### src/rtl/uart_irq_pkg.sv
package uart_irq_pkg;

    localparam int IER_W = 4;

    typedef enum logic [3:0] {
        IID_MODEM   = 4'h0,
        IID_NONE    = 4'h1,
        IID_THRE    = 4'h2,
        IID_RXDATA  = 4'h4,
        IID_LINE    = 4'h6,
        IID_TIMEOUT = 4'hC
    } iid_e;

    // pending interrupt sources
    typedef struct packed {
        logic modem;
        logic line;
        logic thre;
        logic timeout;
        logic rxdata;
    } src_t;

    // enable bits in register bit order 3..0
    typedef struct packed {
        logic modem;
        logic line;
        logic thre;
        logic rxdata;
    } ier_t;

    function automatic iid_e pick_source(src_t s, ier_t e);
        iid_e code;
        if (e.line && s.line)            code = IID_LINE;
        else if (e.rxdata && s.rxdata)   code = IID_RXDATA;
        else if (e.rxdata && s.timeout)  code = IID_TIMEOUT;
        else if (e.thre && s.thre)       code = IID_THRE;
        else if (e.modem && s.modem)     code = IID_MODEM;
        else                             code = IID_NONE;
        return code;
    endfunction

    function automatic logic [IER_W-1:0] group_pending(src_t s);
        return {s.modem, s.line, s.thre, s.rxdata | s.timeout};
    endfunction

endpackage

### src/rtl/uart_irq_rx_src.sv
module uart_irq_rx_src #(
    parameter int CW = 5
) (
    input  logic          clk,
    input  logic          rst,
    input  logic          fifo_en,
    input  logic [CW-1:0] rx_count,
    input  logic [CW-1:0] rx_trigger,
    input  logic          rx_push,
    input  logic          rbr_rd,
    input  logic          char_timeout,
    output logic          rxdata_pend,
    output logic          timeout_pend,
    output logic          data_ready
);
    localparam logic [CW-1:0] ONE = CW'(1);

    logic rx_empty;
    logic last_taken;
    logic dr_q;

    always_comb begin
        rx_empty   = (rx_count == '0);
        last_taken = rbr_rd && (rx_count == ONE);
        if (fifo_en)
            rxdata_pend = !rx_empty && (rx_count >= rx_trigger);
        else
            rxdata_pend = !rx_empty;
        timeout_pend = fifo_en && char_timeout;
    end

    always_ff @(posedge clk) begin
        if (rst)
            dr_q <= 1'b0;
        else if (rx_push)
            dr_q <= 1'b1;
        else if (rx_empty || last_taken)
            dr_q <= 1'b0;
    end

    assign data_ready = dr_q;

endmodule

### src/rtl/uart_irq_thre_ctl.sv
module uart_irq_thre_ctl #(
    parameter int CW = 5,
    parameter int BW = 4
) (
    input  logic          clk,
    input  logic          rst,
    input  logic          fifo_en,
    input  logic [CW-1:0] tx_count,
    input  logic          bit_tick,
    input  logic [BW-1:0] char_bits,
    input  logic          thr_wr,
    input  logic          thre_ack,
    output logic          thre_pend
);
    localparam logic [CW-1:0] TWO    = CW'(2);
    localparam logic [BW-1:0] CNT_ONE = BW'(1);

    logic          tx_empty;
    logic          empty_q;
    logic          fen_q;
    logic          two_seen;
    logic          bypass;
    logic          dly_on;
    logic [BW-1:0] dly_cnt;
    logic          pend_q;

    logic empty_rise;
    logic fen_change;
    logic quick;
    logic dly_done;
    logic fire;
    logic start_dly;

    always_comb begin
        tx_empty   = (tx_count == '0);
        empty_rise = tx_empty && !empty_q;
        fen_change = fifo_en ^ fen_q;
        quick      = !fifo_en || two_seen || bypass || (char_bits == '0);
        dly_done   = dly_on && tx_empty && bit_tick && (dly_cnt == CNT_ONE);
        fire       = (fen_change && tx_empty)
                   || (empty_rise && quick)
                   || dly_done;
        start_dly  = empty_rise && !quick && !fen_change;
    end

    always_ff @(posedge clk) begin
        if (rst) begin
            empty_q  <= 1'b1;
            fen_q    <= 1'b0;
            two_seen <= 1'b0;
            bypass   <= 1'b0;
            dly_on   <= 1'b0;
            dly_cnt  <= '0;
            pend_q   <= 1'b0;
        end else begin
            empty_q <= tx_empty;
            fen_q   <= fifo_en;

            if (tx_count >= TWO)
                two_seen <= 1'b1;
            else if (fire)
                two_seen <= 1'b0;

            if (fen_change && !tx_empty)
                bypass <= 1'b1;
            else if (empty_rise)
                bypass <= 1'b0;

            if (start_dly) begin
                dly_on  <= 1'b1;
                dly_cnt <= char_bits;
            end else if (dly_on && (!tx_empty || fire)) begin
                dly_on  <= 1'b0;
            end else if (dly_on && bit_tick) begin
                dly_cnt <= dly_cnt - CNT_ONE;
            end

            if (thr_wr || thre_ack)
                pend_q <= 1'b0;
            else if (fire)
                pend_q <= 1'b1;
        end
    end

    assign thre_pend = pend_q;

endmodule

### src/rtl/uart_irq_prio.sv
module uart_irq_prio
    import uart_irq_pkg::*;
(
    input  src_t        src,
    input  ier_t        en,
    input  logic        fifo_en,
    output logic [7:0]  iir,
    output logic        irq
);
    logic [IER_W-1:0] grp;
    logic [IER_W-1:0] en_vec;
    logic [IER_W-1:0] hit;
    iid_e             code;

    assign grp    = group_pending(src);
    assign en_vec = en;

    for (genvar g = 0; g < IER_W; g++) begin : g_gate
        assign hit[g] = grp[g] & en_vec[g];
    end

    always_comb begin
        code = pick_source(src, en);
        iir  = {fifo_en, fifo_en, 2'b00, code};
        irq  = |hit;
    end

endmodule

### src/rtl/uart_irq_ident.sv
module uart_irq_ident
    import uart_irq_pkg::*;
#(
    parameter int CW = 5,
    parameter int BW = 4
) (
    input  logic          clk,
    input  logic          rst,
    input  logic          fifo_en,
    input  logic [3:0]    ier,
    input  logic [CW-1:0] rx_count,
    input  logic [CW-1:0] rx_trigger,
    input  logic          rx_push,
    input  logic          line_err,
    input  logic          char_timeout,
    input  logic          modem_stat,
    input  logic [CW-1:0] tx_count,
    input  logic          bit_tick,
    input  logic [BW-1:0] char_bits,
    input  logic          iir_rd,
    input  logic          thr_wr,
    input  logic          rbr_rd,
    output logic [7:0]    iir,
    output logic          irq,
    output logic          data_ready
);
    src_t src;
    ier_t en;
    logic rxdata_pend;
    logic timeout_pend;
    logic thre_pend;
    logic thre_ack;
    logic [7:0] iir_w;

    uart_irq_rx_src #(.CW(CW)) u_rx (
        .clk          (clk),
        .rst          (rst),
        .fifo_en      (fifo_en),
        .rx_count     (rx_count),
        .rx_trigger   (rx_trigger),
        .rx_push      (rx_push),
        .rbr_rd       (rbr_rd),
        .char_timeout (char_timeout),
        .rxdata_pend  (rxdata_pend),
        .timeout_pend (timeout_pend),
        .data_ready   (data_ready)
    );

    // a read clears the transmit source only when it is the one reported
    assign thre_ack = iir_rd && (iir_w[3:0] == IID_THRE);

    uart_irq_thre_ctl #(.CW(CW), .BW(BW)) u_tx (
        .clk       (clk),
        .rst       (rst),
        .fifo_en   (fifo_en),
        .tx_count  (tx_count),
        .bit_tick  (bit_tick),
        .char_bits (char_bits),
        .thr_wr    (thr_wr),
        .thre_ack  (thre_ack),
        .thre_pend (thre_pend)
    );

    always_comb begin
        src.modem   = modem_stat;
        src.line    = line_err;
        src.thre    = thre_pend;
        src.timeout = timeout_pend;
        src.rxdata  = rxdata_pend;
        en          = ier;
    end

    uart_irq_prio u_prio (
        .src     (src),
        .en      (en),
        .fifo_en (fifo_en),
        .iir     (iir_w),
        .irq     (irq)
    );

    assign iir = iir_w;

endmodule

### config.mk
export PLATFORM = sky130hd
export DESIGN_NAME = uart_irq_ident
export DESIGN_NICKNAME = d
export VERILOG_FILES = /design/src/rtl/uart_irq_pkg.sv /design/src/rtl/uart_irq_rx_src.sv /design/src/rtl/uart_irq_thre_ctl.sv /design/src/rtl/uart_irq_prio.sv /design/src/rtl/uart_irq_ident.sv
export SDC_FILE = /design/constraint.sdc
export NUM_CORES = 1
export LEC_CHECK = 0
export ABC_CLOCK_PERIOD_IN_PS = 3350
export BUFFER_PORTS_ARGS = -buffer_cell sky130_fd_sc_hd__buf_2
export CORE_MARGIN = 5
export CORE_UTILIZATION = 43
export CTS_CLUSTER_SIZE = 40
export DETAILED_ROUTE_END_ITERATION = 16
export PLACE_DENSITY = 0.88
export SLEW_MARGIN = 20
export SYNTH_ARGS = -nofsm -noshare
export SYNTH_HDL_FRONTEND = slang
export SYNTH_SLANG_ARGS = --single-unit
### constraint.sdc
create_clock -name clk -period 3.35 [get_ports clk]
set_clock_uncertainty 0.15 [all_clocks]
set_input_delay 0.8375 -clock clk [delete_from_list [all_inputs] [get_ports clk]]
set_output_delay 0.8375 -clock clk [all_outputs]
set_load 0.02 [all_outputs]
Word-level counts from Yosys, hierarchy flattened. Index checks and enable logic that the tools add are counted.

$add $sub $neg: 1. Magnitude comparators: 2. Equality and inequality tests: 4. Multiplexer cells: 17. Bitwise gates (word level): 6. Reduce and logical (&&, ||, !) cells: 45.

Operators by type and width (number): 4-bit two-way mux (7); 1-bit logical AND (20); 5-bit zero test (2); 1-bit two-way mux (10); 2-bit nonzero test (5); 1-bit logical OR (8); 1-bit zero test (6); 5-bit by 1-bit == test with 1-bit output, second input constant (1); 5-bit by 2-bit >= comparator with 1-bit output, second input constant (1); 5-bit >= comparator (1); 1-bit bitwise AND (4); 4-bit by 1-bit == test with 1-bit output, second input constant (1); 4-bit by 2-bit == test with 1-bit output, second input constant (1); 4-bit zero test (1); 4-bit OR reduction (1); 4-bit by 1-bit subtractor with 4-bit output, second input constant (1); 2-bit by 1-bit inequality test with 1-bit output, second input constant (1); 2-bit AND reduction (1); 2-bit OR reduction (1); 1-bit bitwise OR (1); 1-bit XOR (1).

Flip-flop bits (word level): 11. Input bits: 34. Output and inout port bits: 10. Word-level logic and storage cells: 83.

Longest topological paths before layout.
Depth in word-level cells: 11. Gate-level depth with buffers: 7. Gate-level depth less buffers: 7.

Cells and area by module. A second synthesis with hierarchy kept.

Cell total of the unflattened synthesis: 100. Area total of the unflattened synthesis: 830.8 µm².

By module, submodules not included: uart_irq_thre_ctl (times used 1, cells each 61, area an instance 538.0 µm²); uart_irq_rx_src (times used 1, cells each 24, area an instance 181.4 µm²); uart_irq_prio (times used 1, cells each 13, area an instance 95.1 µm²); uart_irq_ident (times used 1, cells each 2, area an instance 16.3 µm²).

Least setup slack after synthesis. No wires, ideal clock.

Kind: input to output. Start point: input port rx_count[4]. End point: output port iir[0]. Arrival: 2525 ps. Setup slack: -162 ps. Stages on the path: 4. Buffers on the path: 0. Cells stage by stage: or4_1 > o21ai_0 > o211ai_1 > a221oi_1.

Cells in the longest elaborated chain, start to end: 7. Elaborated cells on any way between the ends: 8. Classes of those cells: order compare (1); mux (3); reduce/logical (4).

RTL lines: from (decl) (RTL line uart_irq_ident.sv:11) `input logic [CW-1:0] rx_count,`; parallel branches: the longest is 3 deep, another holds 5-bit >= comparator; 1-bit two-way mux (*) (RTL line uart_irq_rx_src.sv:25) `if (fifo_en)`; 1-bit logical AND (*) (RTL line uart_irq_pkg.sv:34) `else if (e.rxdata && s.rxdata) code = IID_RXDATA;`; 4-bit two-way mux (*) (RTL line uart_irq_pkg.sv:34); 4-bit two-way mux (*) (RTL line uart_irq_pkg.sv:33) `if (e.line && s.line) code = IID_LINE;`; to (decl) (RTL line uart_irq_ident.sv:23) `output logic [7:0] iir,`.

Mark *: on every way between the ends.

Final worst setup path.
Start point: input port rx_count[4]. End point: output port irq.

Cells in the longest elaborated chain, start to end: 7. Elaborated cells on any way between the ends: 8. Classes of those cells: order compare (1); mux (1); bitwise (2); reduce/logical (4).

RTL lines: parallel branches: the longest is 3 deep, another holds 5-bit >= comparator; 1-bit two-way mux (*) (RTL line uart_irq_rx_src.sv:25); 1-bit bitwise OR (*) (RTL line uart_irq_pkg.sv:43) `return {s.modem, s.line, s.thre, s.rxdata | s.timeout};`; 1-bit bitwise AND (*) (RTL line uart_irq_prio.sv:19) `assign hit[g] = grp[g] & en_vec[g];`; 4-bit OR reduction (*) (RTL line uart_irq_prio.sv:25) `irq = |hit;`; to (decl) (RTL line uart_irq_ident.sv:24) `output logic irq,`.

Marks and branches as above.

==> summary.md <==
## Status
* **result of the run** finished, final reports clean

## Die
* **Die Y** 53.4 um
* **top-level port count** 44
* **starting density of the core** 0.460
* **FP Rows** 15
* **area enclosed by the die boundary** 2850 um^2
* **Die X-Extent** 53.4 um
* **core area** 1760 um^2

## STA
* **minimum period implied by the final worst setup slack** 3.25 ns
* **highest attainable clock frequency** 307 MHz
* **hold violation total from the final report** 0
* **RSZ-0062 raised after global routing** no
* **Final TNS setup** 0 ns
* **final worst path period share** 0.971
* **number of slew-limit violations in the final report** 0
* **smallest setup slack after layout** 0.0973 ns
* **count of final setup violators** 0

## Power and ir drop
* **Switch Pwr** 99.9 uW
* **cell-internal power** 221 uW
* **portion of total power attributed to the clock network** 0.295
* **Pwr Density** 292 nW/um^2
* **maximum VDD drop** 0.150 mV
* **Comb power frac** 0.276
* **Static Leakage** 0.000519 uW
* **sequential power share** 0.429
* **switching portion of total power** 0.312

## Synth
* **FFs w/ async S/R, synth** 0
* **Synth Instances** 102
* **top area cells in the synthesized netlist** sky130_fd_sc_hd__dfxtp_1 (27%), sky130_fd_sc_hd__ha_1 (11%), sky130_fd_sc_hd__nand3_1 (4.9%)
* **portion of the post-synthesis area used by sequential elements** 0.272
* **cell taking the most area after synthesis** sky130_fd_sc_hd__dfxtp_1
* **area of the mapped netlist** 811 um^2
* **register bit total from synthesis** 11
* **main flop type after synthesis** sky130_fd_sc_hd__dfxtp_1
* **count of yosys warnings during synthesis** 0
* **average instance area after synthesis** 7.95 um^2
* **count of unique library cells instantiated by Yosys** 36
* **share of the synthesized area in the top cell type** 0.272
* **most numerous cell in the Yosys netlist** sky130_fd_sc_hd__dfxtp_1
* **count of flip-flops with a built-in enable after synthesis** 0
* **most frequent cells after synthesis** sky130_fd_sc_hd__dfxtp_1 (11), sky130_fd_sc_hd__inv_1 (10), sky130_fd_sc_hd__nand2_1 (9)

## Global routing
* **number of antenna violations at the first check in global routing** 0
* **GRT Util Overall** 0.169
* **aggregate global routing overflow** 0
* **vias in the first global route** 898
* **largest net degree at the start of global routing** 12
* **first-pass GRT wire length** 3.43 mm

## Clock network
* **clock sink count** 11
* **Skew-Pair Late Insertion Delay** 0.28 ns
* **maximum root-to-sink buffer count** 2
* **clock root cell** sky130_fd_sc_hd__clkbuf_4
* **number of H-tree branching levels** 1
* **clock-pin slew reported for the worst setup and hold paths after clock tree synthesis** 0.07 ns
* **Post CTS Setup Buffer Count** 0
* **TritonCTS clock tree** done
* **Num CTS Buffers** 3

## Min path
* **worst hold path class** reg2reg
* **start point of the worst min-delay path** u_rx.data_ready
* **Min-Delay Path Depth** 2
* **terminating pin of the worst hold path** u_rx.data_ready

## Finish
* **diodes inserted** 0
* **area of all placed cells without fillers** 1100 um^2
* **synth-to-layout area growth** 35.5%
* **fraction of final layout cells sized beyond drive strength 1** 0.424
* **number of nets in the layout** 186

## Worst setup path
* **classification of the worst setup path** in2out
* **maximum net fanout on the critical path** 3
* **worst reg-to-reg setup slack** 1.43 ns
* **worst endpoint data arrival time** 2.27 ns
* **R2R Path End** u_tx.dly_cnt[3]
* **crit path launch type** primary input
* **type of destination of the critical path** primary output
* **worst reg2reg path startpoint** u_tx.dly_cnt[1]
* **Worst EP required** 2.36 ns
* **R2R cell count** 7

## Place
* **IO buf count** 41
* **Final GP Congestion** 0.755
* **worst slack at placement** -0.0128 ns
* **half-perimeter wire length of the detailed placement result** 1.83 mm
* **Placed Area** 1030 um^2

## Routing
* **Detailed Routing Iterations Pass 1** 4
* **average wire per cell in the routed design** 12.8 um
* **highest signal layer in the routed design** met4
* **DRT met1 WL** 807 um
* **1st-iter DRT viols** 4
* **total number of vias** 872
* **# DRC** 0
* **number of nets still failing antenna checks after routing** 0
* **met3 wirelength from detailed routing** 218 um
* **met2 WL** 1.07 mm
* **Avg Vias per Cell** 5.16
* **Final Routed Wirelength** 2.17 mm

## Flow run
* **Maximum Capacitance Violations** 0

## power groups by stage
stage	Combinational, uW	Clock [uW]	Sequential [uW]
2_1_floorplan	42.2	0	141
3_3_place_gp	76.2	0	140
3_5_place_dp	80.7	0	140
4_1_cts	81.0	97.8	137
5_1_grt	97.2	107	138
6_report	88.4	94.4	138
## placed cells by master, fill, tap and decap left out, drive strengths merged, types with 2 or more instances in the layout
| master | n |
|---|---|
| a211oi | 3 |
| o21ai | 5 |
| ha | 7 |
| a21oi | 5 |
| nor2b | 2 |
| nor3 | 3 |
| conb | 2 |
| nand2 | 9 |
| clkbuf | 3 |
| inv | 10 |
| dfxtp | 11 |
| xor2 | 3 |
| buf | 44 |
| or4 | 3 |
| nand3 | 8 |
| nor2 | 8 |
## layer usage
metal	GRT usage	vias up
li1	-	435
met1	0.164	384
met2	0.304	46
met3	0.0338	7
met4	0.136	0
met5	0	-
## metrics by stage
step,utilization,instances,power (uW),hold WS [ns]
after floorplan,-,103,183,0.304
after global placement,0.584,165,217,0.316
after detailed placement,0.584,165,221,0.318
after CTS,0.599,169,316,0.332
after global routing,0.623,169,342,0.360
final,0.623,169,320,0.342
## state kept, by name, summed over array words and instances, names as in the netlist
signal           count
u_tx.dly_cnt         4
u_rx.data_ready      1
u_tx.bypass          1
u_tx.dly_on          1
u_tx.empty_q         1
u_tx.fen_q           1
u_tx.thre_pend       1
u_tx.two_seen        1
## critical path: stages
cell and delay, ns:
sky130_fd_sc_hd__buf_2 0.11, sky130_fd_sc_hd__or4_1 0.54, sky130_fd_sc_hd__o21ai_1 0.18, sky130_fd_sc_hd__o211ai_1 0.16, sky130_fd_sc_hd__a221o_1 0.31, sky130_fd_sc_hd__buf_6 0.14
## logic make-up (layout without fill, tap and decap cells)
logic type / Yosys count / in the layout / synth area share
flops: 11 / 11 / 0.272
xor+xnor: 4 / 4 / 0.0432
other cells: 1 / 2 / 0.00463
compound gates: 21 / 21 / 0.193
fa+ha+maj: 7 / 7 / 0.108
buf+inv: 17 / 58 / 0.108
simple gates: 41 / 41 / 0.272
## how the worst max path moves through the flow
stage / start / end / slack [ns] / cells after the start
2_1_floorplan: rx_count[4] / iir[0] / 0.03 / 4
4_1_cts: rx_count[2] / irq / 0.0006 / 8
5_1_grt: rx_count[4] / irq / 0.001 / 6
3_5_place_dp: rx_count[2] / irq / -0.01 / 8
6_report: rx_count[4] / irq / 0.1 / 6
3_3_place_gp: rx_count[4] / irq / 0.06 / 6
## timing repair
item                                    4_1_cts  5_1_grt
endpoints found under the setup margin        1        5
gates resized for setup                       0       10
pin swaps                                     2        4
gates cloned                                  0        0
hold buffers                                  0        0
## final cells by class
cell class              count  area [um^2]
flip-flops and latches     11          220
inverters                  10         37.5
clock inverters             1         5.00
multi-input cells          75          548
well taps                  25         31.3
clock buffers               3         22.5
repair buffers             44          234
fillers                   170          666
Power figures use the tool's default switching activity.
